[config.mk]
export PLATFORM = sky130hd
export DESIGN_NAME = ycc422_rgb_conv
export DESIGN_NICKNAME = d
export VERILOG_FILES = /design/src/rtl/ycc_pkg.sv /design/src/rtl/ycc_pair.sv /design/src/rtl/ycc_matrix.sv /design/src/rtl/ycc_clamp.sv /design/src/rtl/ycc422_rgb_conv.sv
export SDC_FILE = /design/constraint.sdc
export NUM_CORES = 1
export LEC_CHECK = 0
export BUFFER_PORTS_ARGS = -buffer_cell sky130_fd_sc_hd__buf_2
export CAP_MARGIN = 0
export CORE_UTILIZATION = 50
export CTS_BUF_LIST = sky130_fd_sc_hd__clkbuf_16
export CTS_CLUSTER_SIZE = 12
export DETAILED_ROUTE_END_ITERATION = 8
export GPL_ROUTABILITY_DRIVEN = 0
export GPL_TIMING_DRIVEN = 0
export PLACE_DENSITY = 0.7
export SETUP_SLACK_MARGIN = 0.3
export SKIP_LAST_GASP = 1
export SLEW_MARGIN = 20
export SYNTH_ARGS = -nofsm -noshare
export SYNTH_HDL_FRONTEND = slang
export SYNTH_SLANG_ARGS = --single-unit
[constraint.sdc]
create_clock -name clk -period 6.8 [get_ports clk]
set_input_delay 0.34 -clock clk [delete_from_list [all_inputs] [get_ports clk]]
set_output_delay 0.34 -clock clk [all_outputs]
set_load 0.1 [all_outputs]
[src/rtl/ycc_pkg.sv]
package ycc_pkg;
    localparam int unsigned IN_W  = 8;
    localparam int unsigned OUT_W = 10;
    localparam int unsigned FRAC  = 8;
    localparam int unsigned ACC_W = 22;

    typedef struct packed {
        logic            vld;
        logic [IN_W-1:0] y;
        logic [IN_W-1:0] cb;
        logic [IN_W-1:0] cr;
    } pix_t;

    typedef struct packed {
        logic                    vld;
        logic signed [ACC_W-1:0] luma;
        logic signed [ACC_W-1:0] r_cr;
        logic signed [ACC_W-1:0] g_cb;
        logic signed [ACC_W-1:0] g_cr;
        logic signed [ACC_W-1:0] b_cb;
    } prod_t;

    typedef struct packed {
        logic             vld;
        logic [OUT_W-1:0] r;
        logic [OUT_W-1:0] g;
        logic [OUT_W-1:0] b;
    } rgb_t;
endpackage

[src/rtl/ycc_pair.sv]
module ycc_pair
    import ycc_pkg::*;
(
    input  logic            clk,
    input  logic            rst_n,
    input  logic            in_valid,
    input  logic [IN_W-1:0] in_data,
    input  logic            in_sol,
    output pix_t            pix_o
);
    typedef struct packed {
        logic [1:0]      phase;
        logic [IN_W-1:0] cb;
        logic [IN_W-1:0] y0;
        logic [IN_W-1:0] cr;
        pix_t            out;
    } pair_st_t;

    pair_st_t st_d, st_q;
    logic [1:0] role;

    always_comb begin
        st_d         = st_q;
        st_d.out.vld = 1'b0;
        role         = in_sol ? 2'd0 : st_q.phase;
        if (in_valid) begin
            st_d.phase = role + 2'd1;
            case (role)
                2'd0: st_d.cb = in_data;
                2'd1: st_d.y0 = in_data;
                2'd2: begin
                    st_d.cr  = in_data;
                    st_d.out = '{vld: 1'b1, y: st_q.y0, cb: st_q.cb, cr: in_data};
                end
                default: st_d.out = '{vld: 1'b1, y: in_data, cb: st_q.cb, cr: st_q.cr};
            endcase
        end
    end

    always_ff @(posedge clk) begin
        if (!rst_n) st_q <= '0;
        else        st_q <= st_d;
    end

    assign pix_o = st_q.out;

    // a start-of-line byte always takes the Cb role
    a_r5_sol_realign: assert property (@(posedge clk) disable iff (!rst_n)
        (in_valid && in_sol) |=> (st_q.phase == 2'd1 && !st_q.out.vld));
    // a pixel never appears unless a byte was accepted
    a_r4_emit_needs_byte: assert property (@(posedge clk) disable iff (!rst_n)
        st_q.out.vld |-> $past(in_valid));
    // idle cycles leave the byte role untouched
    a_r4_idle_holds_phase: assert property (@(posedge clk) disable iff (!rst_n)
        !in_valid |=> $stable(st_q.phase));
endmodule

[src/rtl/ycc_matrix.sv]
module ycc_matrix
    import ycc_pkg::*;
#(
    parameter int K_Y  = 1024,
    parameter int K_RV = 1436,
    parameter int K_GU = 352,
    parameter int K_GV = 731,
    parameter int K_BU = 1815
) (
    input  logic  clk,
    input  logic  rst_n,
    input  pix_t  pix_i,
    output prod_t prod_o
);
    localparam logic signed [ACC_W-1:0] C_Y   = ACC_W'(K_Y);
    localparam logic signed [ACC_W-1:0] C_RV  = ACC_W'(K_RV);
    localparam logic signed [ACC_W-1:0] C_GU  = ACC_W'(K_GU);
    localparam logic signed [ACC_W-1:0] C_GV  = ACC_W'(K_GV);
    localparam logic signed [ACC_W-1:0] C_BU  = ACC_W'(K_BU);
    localparam logic signed [ACC_W-1:0] CBIAS = ACC_W'(1 << (IN_W - 1));

    prod_t prod_d, prod_q;
    logic signed [ACC_W-1:0] y_s, cb_s, cr_s;

    always_comb begin
        y_s  = $signed({{(ACC_W-IN_W){1'b0}}, pix_i.y});
        cb_s = $signed({{(ACC_W-IN_W){1'b0}}, pix_i.cb}) - CBIAS;
        cr_s = $signed({{(ACC_W-IN_W){1'b0}}, pix_i.cr}) - CBIAS;
        prod_d.vld  = pix_i.vld;
        prod_d.luma = y_s  * C_Y;
        prod_d.r_cr = cr_s * C_RV;
        prod_d.g_cb = cb_s * C_GU;
        prod_d.g_cr = cr_s * C_GV;
        prod_d.b_cb = cb_s * C_BU;
    end

    always_ff @(posedge clk) begin
        if (!rst_n) prod_q <= '0;
        else        prod_q <= prod_d;
    end

    assign prod_o = prod_q;

    // each pixel moves on to the product stage exactly one cycle later
    a_r6_stage_step: assert property (@(posedge clk) disable iff (!rst_n)
        pix_i.vld |=> prod_q.vld);
endmodule

[src/rtl/ycc_clamp.sv]
module ycc_clamp
    import ycc_pkg::*;
(
    input  logic signed [ACC_W-1:0] acc_i,
    output logic [OUT_W-1:0]        val_o
);
    localparam logic signed [ACC_W-1:0] RND  = ACC_W'(1 << (FRAC - 1));
    localparam logic signed [ACC_W-1:0] OMAX = ACC_W'((1 << OUT_W) - 1);

    logic signed [ACC_W-1:0] shifted;

    always_comb begin
        shifted = (acc_i + RND) >>> FRAC;
        if (shifted < 0)         val_o = '0;
        else if (shifted > OMAX) val_o = OMAX[OUT_W-1:0];
        else                     val_o = shifted[OUT_W-1:0];
    end
endmodule

[src/rtl/ycc422_rgb_conv.sv]
module ycc422_rgb_conv
    import ycc_pkg::*;
#(
    parameter int K_Y  = 1024,
    parameter int K_RV = 1436,
    parameter int K_GU = 352,
    parameter int K_GV = 731,
    parameter int K_BU = 1815
) (
    input  logic             clk,
    input  logic             rst_n,
    input  logic             in_valid,
    input  logic [IN_W-1:0]  in_data,
    input  logic             in_sol,
    output logic             out_valid,
    output logic [OUT_W-1:0] out_r,
    output logic [OUT_W-1:0] out_g,
    output logic [OUT_W-1:0] out_b
);
    localparam int NCH = 3;

    pix_t  pix;
    prod_t prod;
    rgb_t  rgb_d, rgb_q;
    logic signed [ACC_W-1:0] sum   [NCH];
    logic [OUT_W-1:0]        chan  [NCH];

    ycc_pair u_pair (
        .clk      (clk),
        .rst_n    (rst_n),
        .in_valid (in_valid),
        .in_data  (in_data),
        .in_sol   (in_sol),
        .pix_o    (pix)
    );

    ycc_matrix #(
        .K_Y (K_Y), .K_RV (K_RV), .K_GU (K_GU), .K_GV (K_GV), .K_BU (K_BU)
    ) u_matrix (
        .clk    (clk),
        .rst_n  (rst_n),
        .pix_i  (pix),
        .prod_o (prod)
    );

    always_comb begin
        sum[0] = prod.luma + prod.r_cr;
        sum[1] = prod.luma - prod.g_cb - prod.g_cr;
        sum[2] = prod.luma + prod.b_cb;
    end

    for (genvar ch = 0; ch < NCH; ch++) begin : g_chan
        ycc_clamp u_clamp (
            .acc_i (sum[ch]),
            .val_o (chan[ch])
        );
    end

    always_comb begin
        rgb_d     = rgb_q;
        rgb_d.vld = prod.vld;
        if (prod.vld) begin
            rgb_d.r = chan[0];
            rgb_d.g = chan[1];
            rgb_d.b = chan[2];
        end
    end

    always_ff @(posedge clk) begin
        if (!rst_n) rgb_q <= '0;
        else        rgb_q <= rgb_d;
    end

    assign out_valid = rgb_q.vld;
    assign out_r     = rgb_q.r;
    assign out_g     = rgb_q.g;
    assign out_b     = rgb_q.b;

    // a paired pixel reaches the outputs two edges after leaving pairing
    a_r6_latency: assert property (@(posedge clk) disable iff (!rst_n)
        pix.vld |-> ##2 out_valid);
    // no strobe without a paired pixel two edges earlier
    a_r6_no_extra: assert property (@(posedge clk) disable iff (!rst_n)
        !pix.vld |-> ##2 !out_valid);
    // a strobe always traces back to an accepted byte three edges earlier
    a_r4_strobe_origin: assert property (@(posedge clk) disable iff (!rst_n)
        out_valid |-> $past(in_valid, 3));
    // outputs hold between pixels
    a_r1_hold_when_idle: assert property (@(posedge clk) disable iff (!rst_n)
        !$past(prod.vld) |-> $stable(out_r));
endmodule

==> insert_results.sql, run 1 <==
INSERT INTO impl_metrics (metric_group, metric, value, unit) VALUES
('pwr', 'p_clk_share', '49.5', '%'),
('synth', 'synth_top_area_share', '24.7', '%'),
('worst_setup_path', 'end_kind', 'flop', ''),
('worst_setup_path', 'timing_worst_setup_path_type', 'flop to flop', ''),
('clocking', 'cts_tree', 'yes', ''),
('sta', 'final.setup.tns', '0', 'ps'),
('detailed_routing', 'detail_route.first_pass.iterations', '5', ''),
('sta', 'transition_time_at_the_pin_with_the_least_slew_margin', '977', 'ps'),
('synth', 'syn_avg_cell_area', '8.89', 'µm²'),
('run', 'maxCapViolations', '0', ''),
('floorplan', 'die_width', '163', 'µm'),
('worst_setup_path', 'critPathMaxStageDelay', '530', 'ps'),
('worst_setup_path', 'critical_path.top_delay_family', 'adder cells', ''),
('synth', 'ys_seq_area_share', '24.7', '%'),
('pwr', 'power.density', '157', 'nW/µm²'),
('worst_setup_path', 'crit_buf_inv', '5', ''),
('floorplan', 'ios', '43', ''),
('worst_setup_path', 'critical_path.cell_chain', 'clkbuf_1 > inv_1 > ha_1 > inv_1 > ha_1 > inv_1 > fa_1 > fa_1 > fa_1 > inv_1 > ha_1 > nand4b_1 > o22ai_1 > a21oi_1 > a211oi_1 > o2111ai_1 > a21boi_0 > or3_1 > a21oi_1', ''),
('sta', 'relSlewSlack', '34.7', '%'),
('run_status', 'run_status', 'complete, no violations', ''),
('detailed_routing', 'route.final.wire_length', '28.5', 'mm'),
('place', 'numPlacedInstances', '1832', ''),
('worst_setup_path', 'timing.critical_path.slowest_stage_cell', 'sky130_fd_sc_hd__dfxtp_1', ''),
('worst_setup_path', 'r2r_start', 'u_pair.pix_o[15]', ''),
('worst_setup_path', 'worst_ep_arrival_time', '6180', 'ps'),
('clocking', 'clk_root_buffer_cell', 'sky130_fd_sc_hd__clkbuf_16', ''),
('pwr', 'p_int', '1.68', 'mW'),
('place', 'place.detailed.hpwl', '22.8', 'mm'),
('hold_path', 'hp-start', 'in_data[5]', ''),
('worst_setup_path', 'reg2reg_depth', '19', ''),
('finish', 'seqCellArea', '3200', 'µm²'),
('global_route', 'globalRouteOverflowTotal', '0', ''),
('finish', 'nets', '1837', ''),
('pwr', 'combinationalPowerShare', '7.6', '%'),
('clocking', 'clock_latency', '440', 'ps'),
('synth', 'async_reset_ff_share', '0', '%'),
('pwr', 'net-switching-power', '0.564', 'mW'),
('finish', 'share_of_cells_above_drive_strength_1', '6.98', '%'),
('synth', 'post-synth-top-area-cell', 'sky130_fd_sc_hd__dfxtp_1', ''),
('floorplan', 'die_area', '26600', 'µm²'),
('pwr', 'power.sequential.fraction', '42.9', '%'),
('pwr', 'power.leakage', '6.92', 'nW'),
('pwr', 'peakVddDrop', '0.144', 'mV'),
('clocking', 'cts_made_buffers', '17', ''),
('synth', 'syn-instance-count', '1460', ''),
('global_route', 'maximum_number_of_pins_on_one_net_before_global_route_repair', '17', ''),
('global_route', 'grt_util_all_layers', '22.6', '%'),
('synth', 'synth.lib_cells_used.distinct', '70', ''),
('worst_setup_path', 'critical_path_required', '7090', 'ps'),
('synth', 'largest_cells_by_area_after_synthesis', 'sky130_fd_sc_hd__dfxtp_1 (25%), sky130_fd_sc_hd__ha_1 (22%), sky130_fd_sc_hd__fa_1 (12%)', ''),
('pwr', 'power_switching_share', '25.2', '%'),
('synth', 'synth_edf_count', '0', ''),
('pwr', 'total_power', '2.24', 'mW'),
('clocking', 'post_cts_setup_buffer_count', '0', ''),
('finish', 'area_growth_syn_to_layout', '9.97', '%'),
('hold_path', 'whs_path_depth', '3', ''),
('sta', 'layout_worst_path_cycle_share', '86.6', '%'),
('clocking', 'post_cts_resized', '0', ''),
('sta', 'fin_skew', '13.0', 'ps'),
('global_route', 'initial_antenna_violation_count', '0', ''),
('detailed_routing', 'first_iter_violations', '544', ''),
('finish', 'antenna-diode-count', '0', ''),
('global_route', 'grt_pass1_wl', '47.1', 'mm'),
('worst_setup_path', 'timing.critical_path.fanout_max', '10', ''),
('detailed_routing', 'routed-via-count', '9898', ''),
('detailed_routing', 'detail_route.wl_per_cell', '15.3', 'µm'),
('synth', 'yosys_most_used_dff', 'sky130_fd_sc_hd__dfxtp_1', ''),
('synth', 'ys_seq_elements', '160', ''),
('clocking', 'clk_pin_slew_worst_paths', '70', 'ps'),
('floorplan', 'die_ht', '163', 'µm'),
('hold_path', 'hold_path.class', 'primary input to flop', '');
[layer usage]
metal | global-route usage [%] | up-vias | share of wire [%]
li1 | - | 5039 | -
met1 | 30.0 | 4628 | 47
met2 | 37.9 | 195 | 46
met3 | 3.05 | 36 | 4.3
met4 | 7.52 | 0 | 2.2
met5 | 0 | - | 0
[worst paths after layout]
path / end / slack (ps)
max: u_matrix.prod_o[21] / 910
min: u_pair.st_q[30] / 210
max reg2reg: u_matrix.prod_o[21] / 910
min reg2reg: out_b[9] / 450
[flip-flops by register name, indices dropped and copies added (netlist names)]
name,cells
out_g,10
u_pair.pix_o,25
out_valid,1
out_b,10
u_matrix.prod_o,78
u_pair.st_q,26
out_r,10
[power groups by stage]
| stage | clock network, mW | registers (mW) | logic (mW) |
|---|---|---|---|
| floorplan | 0 | 0.985 | 0.121 |
| global placement | 0 | 0.983 | 0.165 |
| detailed placement | 0 | 0.984 | 0.167 |
| CTS | 1.13 | 0.962 | 0.169 |
| global route | 1.16 | 0.964 | 0.188 |
| finish | 1.11 | 0.962 | 0.171 |
[kinds of logic after synthesis]
| kind of cell | synth area share [%] |
|---|---|
| fa+ha+maj | 33.7 |
| xor+xnor | 4.12 |
| simple gates | 13.3 |
| flops | 24.7 |
| buf+inv | 8.29 |
| compound gates | 14.0 |
| mux | 1.93 |
[worst min-delay path, delay by kind of cell]
| family | cells | cell delay, ps |
|---|---|---|
| buf+inv | 1 | 140 |
| simple gates | 1 | 70 |
| compound gates | 1 | 50 |
[cell usage in the layout (no fill, tap or decap), drive strengths merged, types with 9 or more instances in the layout]
cell	instances
o21ai	60
a31oi	12
clkbuf	42
nand2	92
o211ai	22
buf	48
xor2	26
ha	228
nor2	78
and2	15
nor3	36
a21o	11
nor2b	20
and3	10
o31ai	9
o21a	12
dfxtp	160
fa	76
or2	11
nand3	40
xnor2	35
mux2i	25
nor3b	11
a21oi	95
nand2b	12
inv	255
o22ai	11
[stage by stage]
step                      utilization (%)  cell area, µm²  setup slack (ps)  hold slack, ps
after CTS                            56.3           14300               889             192
after global routing                 56.3           14300               537             202
final                                56.3           14300               912             209
after floorplan                         -           13000              1960             404
after detailed placement             53.7           13600               929             432
after global placement               53.7           13600              1090             421
[synthesized netlist by cell type (10+ instances only)]
master / instances
sky130_fd_sc_hd__inv_1: 247
sky130_fd_sc_hd__ha_1: 228
sky130_fd_sc_hd__dfxtp_1: 160
sky130_fd_sc_hd__a21oi_1: 95
sky130_fd_sc_hd__nand2_1: 92
sky130_fd_sc_hd__nor2_1: 78
sky130_fd_sc_hd__fa_1: 76
sky130_fd_sc_hd__o21ai_0: 55
sky130_fd_sc_hd__nand3_1: 40
sky130_fd_sc_hd__nor3_1: 35
sky130_fd_sc_hd__xnor2_1: 35
sky130_fd_sc_hd__xor2_1: 26
sky130_fd_sc_hd__mux2i_1: 25
sky130_fd_sc_hd__clkbuf_1: 24
sky130_fd_sc_hd__o211ai_1: 22
sky130_fd_sc_hd__nor2b_1: 20
sky130_fd_sc_hd__and2_1: 15
sky130_fd_sc_hd__nand2b_1: 12
sky130_fd_sc_hd__o21a_1: 12
sky130_fd_sc_hd__a21o_1: 11
sky130_fd_sc_hd__nor3b_1: 11
sky130_fd_sc_hd__or2_2: 11
sky130_fd_sc_hd__and3_1: 10
sky130_fd_sc_hd__o22ai_1: 10
[area by class of cell]
| type | instances | share of cell area [%] |
|---|---|---|
| well taps | 330 | 2.89 |
| plain buffers | 32 | 1.02 |
| clock inverters | 15 | 1.72 |
| flip-flops and latches | 160 | 22.4 |
| multi-input cells | 1020 | 60.9 |
| clock buffers | 17 | 2.98 |
| repair buffers | 42 | 1.47 |
| inverters | 248 | 6.52 |
No activity file was read; power rests on OpenSTA's default activity.
==> run 2: changes to the inputs <==
Settings changed: CORE_MARGIN set to 5, PLACE_DENSITY 0.7 to 0.73.
Clock period 6.8 ns to 5 ns, I/O delays scaled along.
==> insert_results.sql, run 2 (synthesis results as in run 1) <==
INSERT INTO impl_metrics (metric_group, metric, value, unit) VALUES
('clocking', 'clock_latency', '440', 'ps'),
('worst_setup_path', 'timing_worst_setup_path_type', 'flop to flop', ''),
('finish', 'mostFrequentLayoutCell', 'sky130_fd_sc_hd__inv_1', ''),
('pwr', 'net-switching-power', '0.746', 'mW'),
('clocking', 'cts-htree-levels', '4', ''),
('finish', 'largest_register_ff_count', '78', ''),
('place', 'portBuffers', '42', ''),
('global_route', 'grt_util_all_layers', '20.7', '%'),
('worst_setup_path', 'worst_ep_arrival_time', '4920', 'ps'),
('finish', 'layout.cells.most_common_list', 'sky130_fd_sc_hd__inv_1 (240), sky130_fd_sc_hd__ha_1 (217), sky130_fd_sc_hd__dfxtp_1 (146)', ''),
('finish', 'nets', '1858', ''),
('detailed_routing', 'first_iter_violations', '593', ''),
('detailed_routing', 'route.top_layer_used', 'met4', ''),
('sta', 'fin_skew', '11.8', 'ps'),
('global_route', 'grt_pass1_wl', '49.0', 'mm'),
('finish', 'antenna-diode-count', '0', ''),
('finish', 'share_of_cells_above_drive_strength_1', '11.8', '%'),
('floorplan', 'std_cell_rows', '59', ''),
('pwr', 'power.sequential.fraction', '45.6', '%'),
('finish', 'fin_area', '14700', 'µm²'),
('global_route', 'initial_antenna_violation_count', '1', ''),
('clocking', 'clock_sinks', '160', ''),
('sta', 'final.min_clock_period', '4560', 'ps'),
('finish', 'area_growth_syn_to_layout', '13.2', '%'),
('sta', 'rsz0062_at_grt', 'true', ''),
('pwr', 'power.leakage', '7.03', 'nW'),
('worst_setup_path', 'timing.critical_path.fanout_max', '6', ''),
('floorplan', 'placeableCoreArea', '25800', 'µm²'),
('sta', 'worst_slack', '435', 'ps'),
('sta', 'relSlewSlack', '46.4', '%'),
('pwr', 'power_switching_share', '26.0', '%'),
('sta', 'transition_time_at_the_pin_with_the_least_slew_margin', '801', 'ps'),
('place', 'postPlaceCellArea', '13600', 'µm²'),
('sta', 'max_freq', '0.219', 'GHz'),
('detailed_routing', 'detail_route.first_pass.iterations', '4', ''),
('sta', 'final.setup.tns', '0', 'ps'),
('global_route', 'maximum_number_of_pins_on_one_net_before_global_route_repair', '17', ''),
('global_route', 'globalRouteOverflowTotal', '0', ''),
('clocking', 'cts_made_buffers', '17', ''),
('floorplan', 'die_width', '171', 'µm'),
('detailed_routing', 'wl_met1', '13.5', 'mm'),
('clocking', 'cts.path.max_buffers', '2', ''),
('worst_setup_path', 'critical_path_required', '5360', 'ps'),
('clocking', 'clk_pin_slew_worst_paths', '70', 'ps'),
('sta', 'layout_worst_path_cycle_share', '91.3', '%'),
('detailed_routing', 'routed-via-count', '10100', ''),
('place', 'numPlacedInstances', '1837', ''),
('floorplan', 'die_ht', '171', 'µm'),
('sta', 'final_setup_violations', '0', ''),
('detailed_routing', 'routed-wl-met3', '1.31', 'mm'),
('place', 'pre_cts_slack', '-649', 'ps'),
('global_route', 'grt_pass1_vias', '10000', ''),
('detailed_routing', 'detail_route.wl_per_cell', '15.7', 'µm'),
('run_status', 'run_status', 'complete, no violations', ''),
('pwr', 'peakVddDrop', '0.193', 'mV'),
('detailed_routing', 'route.detailed.drc', '0', ''),
('clocking', 'cts_tree', 'yes', ''),
('sta', 'count_of_endpoints_failing_hold_in_the_final_timing_report', '0', ''),
('worst_setup_path', 'end_kind', 'flop', ''),
('pwr', 'combinationalPowerShare', '8.1', '%'),
('floorplan', 'floorplan.initialDensity', '50.2', '%'),
('sta', 'drv_slew', '0', ''),
('floorplan', 'ios', '43', ''),
('detailed_routing', 'route.final.wire_length', '29.7', 'mm'),
('run', 'maxCapViolations', '0', ''),
('worst_setup_path', 'start_kind', 'flop', ''),
('finish', 'finalNonFillerCells', '1890', ''),
('clocking', 'postCtsHoldBufs', '0', ''),
('pwr', 'p_clk_share', '46.3', '%'),
('detailed_routing', 'drt-vias-per-instance', '5.33', ''),
('pwr', 'p_int', '2.12', 'mW'),
('detailed_routing', 'count_of_nets_left_with_antenna_violations_after_detail_routing', '0', ''),
('place', 'place.detailed.hpwl', '23.2', 'mm'),
('detailed_routing', 'wl_met2', '13.9', 'mm'),
('finish', 'final.fill_count', '2246', ''),
('floorplan', 'die_area', '29300', 'µm²'),
('pwr', 'power.density', '195', 'nW/µm²'),
('hold_path', 'hold_path.class', 'primary input to flop', ''),
('clocking', 'clk_root_buffer_cell', 'sky130_fd_sc_hd__clkbuf_16', '');
run 2: final cells by class:
class	count	area [µm²]	area share (%)
clock inverter	15	156	1.06
multi-input combinational	1020	8980	61.1
inverter	248	942	6.41
sequential	160	3230	22.0
buffer	32	168	1.14
tap	335	419	2.85
timing repair buffer	63	368	2.50
clock buffer	17	425	2.90
run 2: per-layer routing:
metal / vias up / global-route usage (%)
li1: 5084 / -
met3: 53 / 3.28
met2: 213 / 33.5
met1: 4716 / 27.7
met5: - / 0
met4: 0 / 8.20
run 2: what timing repair did:
| action | in CTS | in global routing |
|---|---|---|
| buffers inserted | 15 | 6 |
| setup endpoints to repair | 30 | 17 |
| gates resized for setup | 38 | 39 |
| pin swaps | 13 | 16 |
| cloned | 0 | 0 |
run 2: power groups by stage:
stage	Sequential, mW	Clock [mW]	Combinational [mW]
4_1_cts	1.31	1.34	0.230
3_5_place_dp	1.34	0	0.228
5_1_grt	1.31	1.40	0.256
2_1_floorplan	1.34	0	0.164
6_report	1.31	1.32	0.232
3_3_place_gp	1.34	0	0.224
run 2: worst max-delay path: stages (launching register included):
cell	delay, ps
sky130_fd_sc_hd__dfxtp_2	370
sky130_fd_sc_hd__ha_1	370
sky130_fd_sc_hd__inv_1	110
sky130_fd_sc_hd__fa_1	560
sky130_fd_sc_hd__fa_1	440
sky130_fd_sc_hd__fa_1	530
sky130_fd_sc_hd__inv_1	50
sky130_fd_sc_hd__ha_1	290
sky130_fd_sc_hd__ha_1	330
sky130_fd_sc_hd__nor2b_1	150
sky130_fd_sc_hd__o21a_1	200
sky130_fd_sc_hd__o21ai_2	190
sky130_fd_sc_hd__a21oi_2	100
sky130_fd_sc_hd__a41oi_2	250
sky130_fd_sc_hd__a21oi_2	110
sky130_fd_sc_hd__a21oi_2	230
sky130_fd_sc_hd__mux2i_1	210
run 2: path summary, 6_finish.rpt:
kind	startpoint	end	slack, ps	depth (start not counted)
setup / recovery	u_pair.pix_o[0]	u_matrix.prod_o[43]	440	16
hold / removal	in_data[4]	u_pair.st_q[29]	120	3
setup reg to reg	u_pair.pix_o[0]	u_matrix.prod_o[43]	440	16
hold reg to reg	u_pair.pix_o[16]	u_matrix.prod_o[98]	450	2
run 2: per-stage QoR:
step | util, % | hold slack, ps | total power [mW]
floorplan | - | 379 | 1.50
global placement | 52.7 | 421 | 1.56
detailed placement | 52.7 | 424 | 1.57
CTS | 55.9 | 104 | 2.88
global route | 56.8 | 124 | 2.97
finish | 56.8 | 118 | 2.86
